[src/rtl/spi_poll_pkg.sv]
`timescale 1ns/1ps
package spi_poll_pkg;
    localparam int  ST_BUSY    = 0;
    localparam int  ST_READY   = 1;
    localparam int  ST_VIOL    = 2;
    localparam int  ST_FAULT   = 3;
    localparam logic [7:0] OPC_STATUS = 8'h00;

    typedef enum logic [2:0] {
        S_IDLE,
        S_GAP,
        S_LAUNCH,
        S_SHIFT,
        S_JUDGE
    } poll_state_t;
endpackage

[src/rtl/spi_byte_core.sv]
`timescale 1ns/1ps
module spi_byte_core #(
    parameter int CLK_HALF = 2,
    parameter int NBITS    = 8
) (
    input  logic             clk,
    input  logic             rst_n,
    input  logic             go_i,
    input  logic [NBITS-1:0] tx_i,
    input  logic             miso_i,
    output logic             sclk_o,
    output logic             mosi_o,
    output logic             done_o,
    output logic [NBITS-1:0] rx_o
);
    localparam int DW = (CLK_HALF > 1) ? $clog2(CLK_HALF) : 1;
    localparam int EW = $clog2(2 * NBITS);
    localparam logic [DW-1:0] DIV_LAST  = DW'(CLK_HALF - 1);
    localparam logic [EW-1:0] EDGE_LAST = EW'(2 * NBITS - 1);

    logic             active;
    logic [DW-1:0]    div_q;
    logic [EW-1:0]    edge_q;
    logic [NBITS-1:0] tx_sr, rx_sr;
    logic             tick;

    assign tick   = active && (div_q == DIV_LAST);
    assign mosi_o = tx_sr[NBITS-1];
    assign rx_o   = rx_sr;

    always_ff @(posedge clk or negedge rst_n) begin
        if (!rst_n) begin
            active <= 1'b0;
            div_q  <= '0;
            edge_q <= '0;
            tx_sr  <= '0;
            rx_sr  <= '0;
            sclk_o <= 1'b0;
            done_o <= 1'b0;
        end else begin
            done_o <= 1'b0;
            if (!active) begin
                if (go_i) begin
                    active <= 1'b1;
                    tx_sr  <= tx_i;
                    div_q  <= '0;
                    edge_q <= '0;
                    sclk_o <= 1'b0;
                end
            end else if (tick) begin
                div_q  <= '0;
                edge_q <= edge_q + 1'b1;
                if (!sclk_o) begin
                    sclk_o <= 1'b1;
                    rx_sr  <= {rx_sr[NBITS-2:0], miso_i};
                end else begin
                    sclk_o <= 1'b0;
                    tx_sr  <= {tx_sr[NBITS-2:0], 1'b0};
                    if (edge_q == EDGE_LAST) begin
                        active <= 1'b0;
                        done_o <= 1'b1;
                    end
                end
            end else begin
                div_q <= div_q + 1'b1;
            end
        end
    end
endmodule

[src/rtl/poll_timer.sv]
`timescale 1ns/1ps
module poll_timer #(
    parameter int LIMIT = 400_000_000
) (
    input  logic clk,
    input  logic rst_n,
    input  logic restart_i,
    output logic expired_o
);
    localparam int TW = $clog2(LIMIT + 1);
    localparam logic [TW-1:0] LIM = TW'(LIMIT);

    logic [TW-1:0] cnt_q;

    assign expired_o = (cnt_q == LIM);

    always_ff @(posedge clk or negedge rst_n) begin
        if (!rst_n)         cnt_q <= '0;
        else if (restart_i) cnt_q <= '0;
        else if (!expired_o) cnt_q <= cnt_q + 1'b1;
    end
endmodule

[src/rtl/spi_stat_poll.sv]
`timescale 1ns/1ps
module spi_stat_poll
    import spi_poll_pkg::*;
#(
    parameter int CLK_HALF       = 2,
    parameter int TIMEOUT_CYCLES = 400_000_000
) (
    input  logic       clk,
    input  logic       rst_n,
    input  logic       start_i,
    input  logic [7:0] mask_i,
    input  logic       miso_i,
    output logic       sclk_o,
    output logic       mosi_o,
    output logic       cs_n_o,
    output logic       done_o,
    output logic [7:0] status_o,
    output logic       err_o,
    output logic       tmo_o
);
    localparam int GAP_CYC = 2 * CLK_HALF;
    localparam int GW      = $clog2(GAP_CYC) + 1;
    localparam logic [GW-1:0] GAP_LAST = GW'(GAP_CYC - 1);
    localparam logic [7:0] BUSY_BIT = 8'(1) << ST_BUSY;

    poll_state_t   state, nxt;
    logic [GW-1:0] gap_cnt;
    logic          second;
    logic [7:0]    mask_q;
    logic          accept, expired;
    logic          xfer_go, xfer_done;
    logic [7:0]    xfer_rx;
    logic          is_err, is_ok;

    assign accept  = (state == S_IDLE) && start_i;
    assign xfer_go = (state == S_LAUNCH);
    assign is_err  = status_o[ST_VIOL] | status_o[ST_FAULT];
    assign is_ok   = ((status_o & (BUSY_BIT | mask_q)) == mask_q);

    spi_byte_core #(.CLK_HALF(CLK_HALF), .NBITS(8)) u_core (
        .clk(clk), .rst_n(rst_n), .go_i(xfer_go), .tx_i(OPC_STATUS),
        .miso_i(miso_i), .sclk_o(sclk_o), .mosi_o(mosi_o),
        .done_o(xfer_done), .rx_o(xfer_rx)
    );

    poll_timer #(.LIMIT(TIMEOUT_CYCLES)) u_timer (
        .clk(clk), .rst_n(rst_n), .restart_i(accept), .expired_o(expired)
    );

    always_ff @(posedge clk or negedge rst_n) begin
        if (!rst_n) state <= S_IDLE;
        else        state <= nxt;
    end

    always_comb begin
        nxt = state;
        unique case (state)
            S_IDLE:   if (start_i) nxt = S_GAP;
            S_GAP:    if (gap_cnt == GAP_LAST) nxt = S_LAUNCH;
            S_LAUNCH: nxt = S_SHIFT;
            S_SHIFT:  if (xfer_done) nxt = second ? S_JUDGE : S_GAP;
            S_JUDGE:  nxt = (is_err || is_ok || expired) ? S_IDLE : S_GAP;
            default:  nxt = S_IDLE;
        endcase
    end

    always_ff @(posedge clk or negedge rst_n) begin
        if (!rst_n) begin
            cs_n_o   <= 1'b1;
            gap_cnt  <= '0;
            second   <= 1'b0;
            mask_q   <= '0;
            status_o <= '0;
            err_o    <= 1'b0;
            tmo_o    <= 1'b0;
            done_o   <= 1'b0;
        end else begin
            done_o <= 1'b0;
            unique case (state)
                S_IDLE: if (start_i) begin
                    mask_q  <= mask_i;
                    second  <= 1'b0;
                    gap_cnt <= '0;
                    err_o   <= 1'b0;
                    tmo_o   <= 1'b0;
                end
                S_GAP:    gap_cnt <= gap_cnt + 1'b1;
                S_LAUNCH: begin
                    cs_n_o  <= 1'b0;
                    gap_cnt <= '0;
                end
                S_SHIFT: if (xfer_done) begin
                    cs_n_o <= 1'b1;
                    second <= ~second;
                    if (second) status_o <= xfer_rx;
                end
                S_JUDGE: begin
                    if (is_err) begin
                        err_o  <= 1'b1;
                        done_o <= 1'b1;
                    end else if (is_ok) begin
                        done_o <= 1'b1;
                    end else if (expired) begin
                        tmo_o  <= 1'b1;
                        done_o <= 1'b1;
                    end
                end
                default: ;
            endcase
        end
    end
endmodule

[config.mk]
export PLATFORM = sky130hd
export DESIGN_NAME = spi_stat_poll
export DESIGN_NICKNAME = d
export VERILOG_FILES = /design/src/rtl/spi_poll_pkg.sv /design/src/rtl/spi_byte_core.sv /design/src/rtl/poll_timer.sv /design/src/rtl/spi_stat_poll.sv
export SDC_FILE = /design/constraint.sdc
export NUM_CORES = 1
export LEC_CHECK = 0
export BUFFER_PORTS_ARGS = -buffer_cell sky130_fd_sc_hd__buf_2
export CORE_MARGIN = 3
export CORE_UTILIZATION = 65
export DETAILED_ROUTE_END_ITERATION = 10
export GPL_ROUTABILITY_DRIVEN = 1
export GPL_TIMING_DRIVEN = 0
export HOLD_SLACK_MARGIN = 0.15
export PLACE_DENSITY_LB_ADDON = 0.15
export SLEW_MARGIN = 20
export SYNTH_ARGS = -nofsm -noshare
export SYNTH_HDL_FRONTEND = slang
export SYNTH_HIERARCHICAL = 1
export SYNTH_SLANG_ARGS = --single-unit
[constraint.sdc]
create_clock -name clk -period 4.14 [get_ports clk]
set_input_delay 0.414 -clock clk [delete_from_list [all_inputs] [get_ports clk]]
set_output_delay 0.414 -clock clk [all_outputs]
set_load 0.005 [all_outputs]
======== Yosys cells after proc, flatten, opt, wreduce, memory -nomap -nowiden ========
Cells that the tools add are included.
word-level totals
  flip-flop bits (word level) ............. 80
cells by class
  add/subtract/negate cells ............... 4
  equality and inequality tests ........... 18
  multiplexer cells ....................... 47
  bitwise operators ....................... 4
  reduce and logical (&&, ||, !) cells .... 21
operator list
  operator                                                                  number
  29-bit 2-to-1 mux                                                         2
  8-bit 2-to-1 mux                                                          4
  29-bit by 1-bit adder with 29-bit output (second input constant)          1
  29-bit == test (second input constant)                                    1
  1-bit 2-to-1 mux                                                          27
  3-bit AND reduction                                                       6
  2-bit inequality test (second input constant)                             8
  3-bit 2-to-1 mux                                                          5
  3-bit one-hot mux with 5 select lines                                     1
  4-bit 2-to-1 mux                                                          3
  3-bit by 2-bit == test with 1-bit output (second input constant)          3
  3-bit one-hot mux with 3 select lines                                     1
  8-bit bitwise AND                                                         1
  8-bit == test                                                             1
  1-bit one-hot mux with 2 select lines                                     4
  2-bit AND reduction                                                       4
  2-bit nonzero test                                                        4
  5-bit AND reduction                                                       1
  4-bit by 1-bit adder with 4-bit output (second input constant)            1
  4-bit == test (second input constant)                                     1
  2-bit by 1-bit inequality test with 1-bit output (second input constant)  2
  3-bit by 1-bit adder with 3-bit output (second input constant)            1
  3-bit by 1-bit == test with 1-bit output (second input constant)          1
  3-bit == test (second input constant)                                     1
  other kinds (7)                                                           10

======== Logic depth before layout (Yosys ltp) ========
  depth in word-level cells ............... 6
  depth in mapped cells ................... 6
  depth with buffers taken out ............ 6

======== By module ========
The synthesis kept the hierarchy.
modules (own cells, without submodules)
  module         instances  cells an instance  area an instance (um2)
  poll_timer     1          156                1561.5
  spi_stat_poll  1          113                1301.2
  spi_byte_core  1          76                 1094.8

======== Worst setup path after synthesis ========
No wires, ideal clock.
  path type ............................... reg2reg
  from .................................... reg state[1]
  to ...................................... reg u_core.tx_sr[1]
  data arrival time ....................... 1.774 ns
  data required time ...................... 4.015 ns
  path slack .............................. 2.241 ns
  cell stages (with the launch flop) ...... 6
  clock period less this slack ............ 1.899 ns
  cells stage by stage .................... dfrtp_1 -> clkbuf_1 -> nor3b_1 -> inv_1 -> o21ai_4 -> mux2_2
on the way
  word-level cells in the longest chain between the ends .. 3
RTL lines
  item                                      line                 source
  from (decl)                               spi_stat_poll.sv:26  poll_state_t state, nxt;
  from (signal assigned)                    spi_stat_poll.sv:52  else state <= nxt;
  3-bit by 2-bit == test with 1-bit output  spi_stat_poll.sv:36  assign xfer_go = (state == S_LAUNCH);
  named net xfer_go                         spi_stat_poll.sv:31  logic xfer_go, xfer_done;
  2-bit nonzero test (no source line)       n/a
  3-bit AND reduction (no source line)      n/a
  to (signal assigned)                      spi_byte_core.sv:45  tx_sr <= tx_i;
  to (signal assigned)                      spi_byte_core.sv:58  tx_sr <= {tx_sr[NBITS-2:0], 1'b0};
  to (decl)                                 spi_byte_core.sv:24  logic [NBITS-1:0] tx_sr, rx_sr;
The timed path passes the listed nets, and every way through them passes these cells.
A chain may end at the register's enable or synchronous reset.

======== Final worst setup path ========
  from .................................... reg state[1]
  to ...................................... reg u_core.tx_sr[4]
Same word-level chain as after synthesis.

==> key figures <==
Status
  – Status: finished clean

Clocking
  – TritonCTS clock tree: yes
  – Clock sink total: 80
  – Clock-pin transition on the worst setup and hold timing paths: 0.08 ns
  – Worst skew pair latency: 0.35 ns
  – Clock Root Buffer: clkbuf_8
  – CTS H-tree lvls: 3
  – Maximum buffer depth of the clock tree: 2
  – Num CTS Buffers: 9

Placement
  – PortBufs: 25
  – Final HPWL DP: 4980 um
  – Place WS: 1.87 ns
  – Dpl cell area: 4220 sq um
  – RD Place Congestion: 0.780

Routing
  – Via count: 2661
  – ANT nets after route: 0
  – WL/cell: 15.3 um
  – WL final: 7160 um
  – First DRT Iteration DRCs: 124
  – TritonRoute pass-1 iters: 4
  – Routed vias/inst: 5.70
  – Number of remaining DRC errors: 0

GRT
  – Antenna violations before repair: 0
  – Vias in the first global route: 2725
  – Grt ovf: 0
  – GRT Util Overall: 22.3%
  – Largest net degree at the start of global routing: 45
  – First-pass GRT wire length: 12800 um

Critical path
  – Kind of critical path: flip-flop to flip-flop
  – Crit. End Element: flip-flop
  – Critical path arrival: 2.49 ns
  – Crit-path max FO: 10
  – Critical path cell sequence: clkbuf_1, nor3b_1, inv_1, o21ai_4, mux2_2
  – CP Buf/Inv Count: 2
  – Worst Path Required: 4.36 ns
  – Critical path's top delay family: simple AND/OR/NAND/NOR gates
  – Max incr delay on CP: 0.53 ns
  – Startpoint types: flip-flop
  – Max stage delay cell, worst path: nor3b_1

Floorplan
  – Die area: 7060 sq um
  – # IOs: 26
  – Row count: 27
  – Die height: 84.0 um
  – Initial Util: 69.3%
  – Core Box Area: 5710 sq um
  – DIE WIDTH: 84.0 um

Synthesis
  – Synth Warn #: 6
  – Ys flop type: dfrtp_1
  – Yosys reg bits: 80
  – Post-synth cell types: 59
  – Syn Area/Cell: 11.5 sq um
  – Post-synth EDFFs: 0
  – Mapped cell area: 3960 sq um
  – Register area share after synthesis: 50.6%
  – Asr flop ratio synth: 100%
  – Post-Syn Instances: 345

Pwr
  – Leakage: 1.99 nW
  – Pwr/cell area: 408 nW/um^2
  – Total power: 1.82 mW
  – Worst vdd ir: 0.275 mV

Finish
  – Most frequent cells in the layout: dfrtp_1 (79), nor2_1 (42), mux2_2 (26), buf_2 (26)
  – P&R area growth vs syn: 12.9%
  – Antenna Cells: 0
  – FILL cells: 359
  – Reg area: 2000 sq um
  – Area of the multi-input gates: 1830 sq um
  – Final #Nets: 407
  – Share of layout cells above drive strength 1: 25.3%
  – Fin area: 4470 sq um
  – Commonest non-fill, non-tap cell in the layout: dfrtp_1

Timing
  – Clock Skews: 0.0128 ns
  – Worst setup margin: 1.87 ns
  – Crit path time final: 2.27 ns
  – Fmax achieved: 0.441 GHz
  – RSZ-0062 raised after global routing: false
  – Share of the clock period used by the worst path: 54.7%
  – Max-slew headroom: 56.0%
  – Setup TNS: 0 ns
  – Worst Tran Pin Value: 0.655 ns
  – Final Hold Viols: 0
  – Final setup vio count: 0
  – Final Max Tran Viols: 0

Job
  – Max-Cap Viols: 0

Worst hold path
  – Worst hold path class: input port to flip-flop
[stage by stage]
stage / instances / util [%] / hold slack, ns
after floorplan: 352 / - / 0.118
after detailed placement: 450 / 73.9 / 0.448
after global routing: 467 / 78.2 / 0.292
after global placement: 449 / 73.5 / 0.469
final: 467 / 78.2 / 0.279
after CTS: 467 / 78.2 / 0.272
[routing by layer]
layer	share of wire (%)	track usage, %
met4	1.9	8.92
met2	49	35.7
met3	3.6	4.24
met1	46	30.0
met5	0	0
[registers in the layout, summed over array words and instances, names as in the netlist]
register	flops
u_core/done_o	1
state	3
gap_cnt	3
u_core/active	1
u_core/rx_o	8
u_core/sclk_o	1
u_core/tx_sr	8
mask_q	8
tmo_o	1
u_core/edge_q	4
status_o	8
second	1
done_o	1
cs_n_o	1
err_o	1
u_timer/cnt_q	29
u_core/div_q	1
[tightest hold or removal path, stage by stage]
cell     delay (ns)
buf_2          0.07
nand2_1        0.03
o21ai_0        0.06
[repair_timing]
action | CTS | global route
resized for setup | 0 | 0
setup endpoints to repair | 0 | 0
hold endpoints to repair | 42 | 0
hold buffers | 1 | 0
buffers inserted | 0 | 0
[path summary, 6_finish.rpt]
check                          start                end  slack [ns]  cells after the start
setup / recovery            state[1]    u_core/tx_sr[4]        1.87                      5
hold / removal             mask_i[3]          mask_q[3]        0.28                      3
setup reg to reg            state[1]    u_core/tx_sr[4]        1.87                      5
hold reg to reg            mask_q[5]          mask_q[5]        0.50                      1
max in group asynchronous      rst_n    u_core/tx_sr[3]        2.94                      3
min in group asynchronous      rst_n  u_timer/cnt_q[25]        0.61                      2
[synth_stat cells, types with 2 or more instances]
master	number	share of area, %
a21oi_1	7	0.89
a22o_1	4	0.89
a22oi_1	2	0.38
and2_1	3	0.47
and3_1	4	0.63
and4_1	3	0.66
buf_2	2	0.25
buf_4	2	0.38
buf_6	3	0.85
clkbuf_1	4	0.38
dfrtp_1	79	50
ha_1	5	1.6
inv_1	13	1.2
mux2_1	4	1.1
mux2_2	26	7.4
mux2_4	9	3.4
nand2_1	19	1.8
nand2b_1	5	0.79
nand3_1	10	1.3
nand4_1	10	1.6
nor2_1	42	4.0
nor2b_1	5	0.79
nor3_1	4	0.51
nor3_2	2	0.51
nor4_1	2	0.32
nor4_4	2	1.1
o21ai_0	11	1.4
o22ai_1	3	0.47
or3_1	3	0.47
xnor2_1	10	2.2
xor2_1	19	4.2
[power by group]
| part | switching [mW] | internal, mW | total (mW) |
|---|---|---|---|
| Combinational | 0.110 | 0.0926 | 0.203 |
| Clock | 0.277 | 0.399 | 0.676 |
| Sequential | 0.0890 | 0.853 | 0.942 |
| Total | 0.476 | 1.34 | 1.82 |
[area by class of cell]
class                      instances  share of cell area [%]
buffer                            13                    2.18
clock buffer                      10                    2.86
clock inverter                     6                    2.41
inverter                          13                    1.09
multi-input combinational        246                    41.1
sequential                        80                    44.8
tap                               72                    2.02
timing repair buffer              27                    3.53
[kinds of logic (layout without fill, tap and decap cells)]
kind of cell	after synthesis	after routing	synth area share, %
fa+ha+maj	5	5	1.58
buf+inv	26	69	3.70
xor+xnor	29	29	6.42
compound gates	36	36	6.26
simple gates	128	128	19.1
flops	80	80	50.6
mux	40	40	12.2
other cells	1	8	0.0948
No activity file was read; power rests on OpenSTA's default activity.
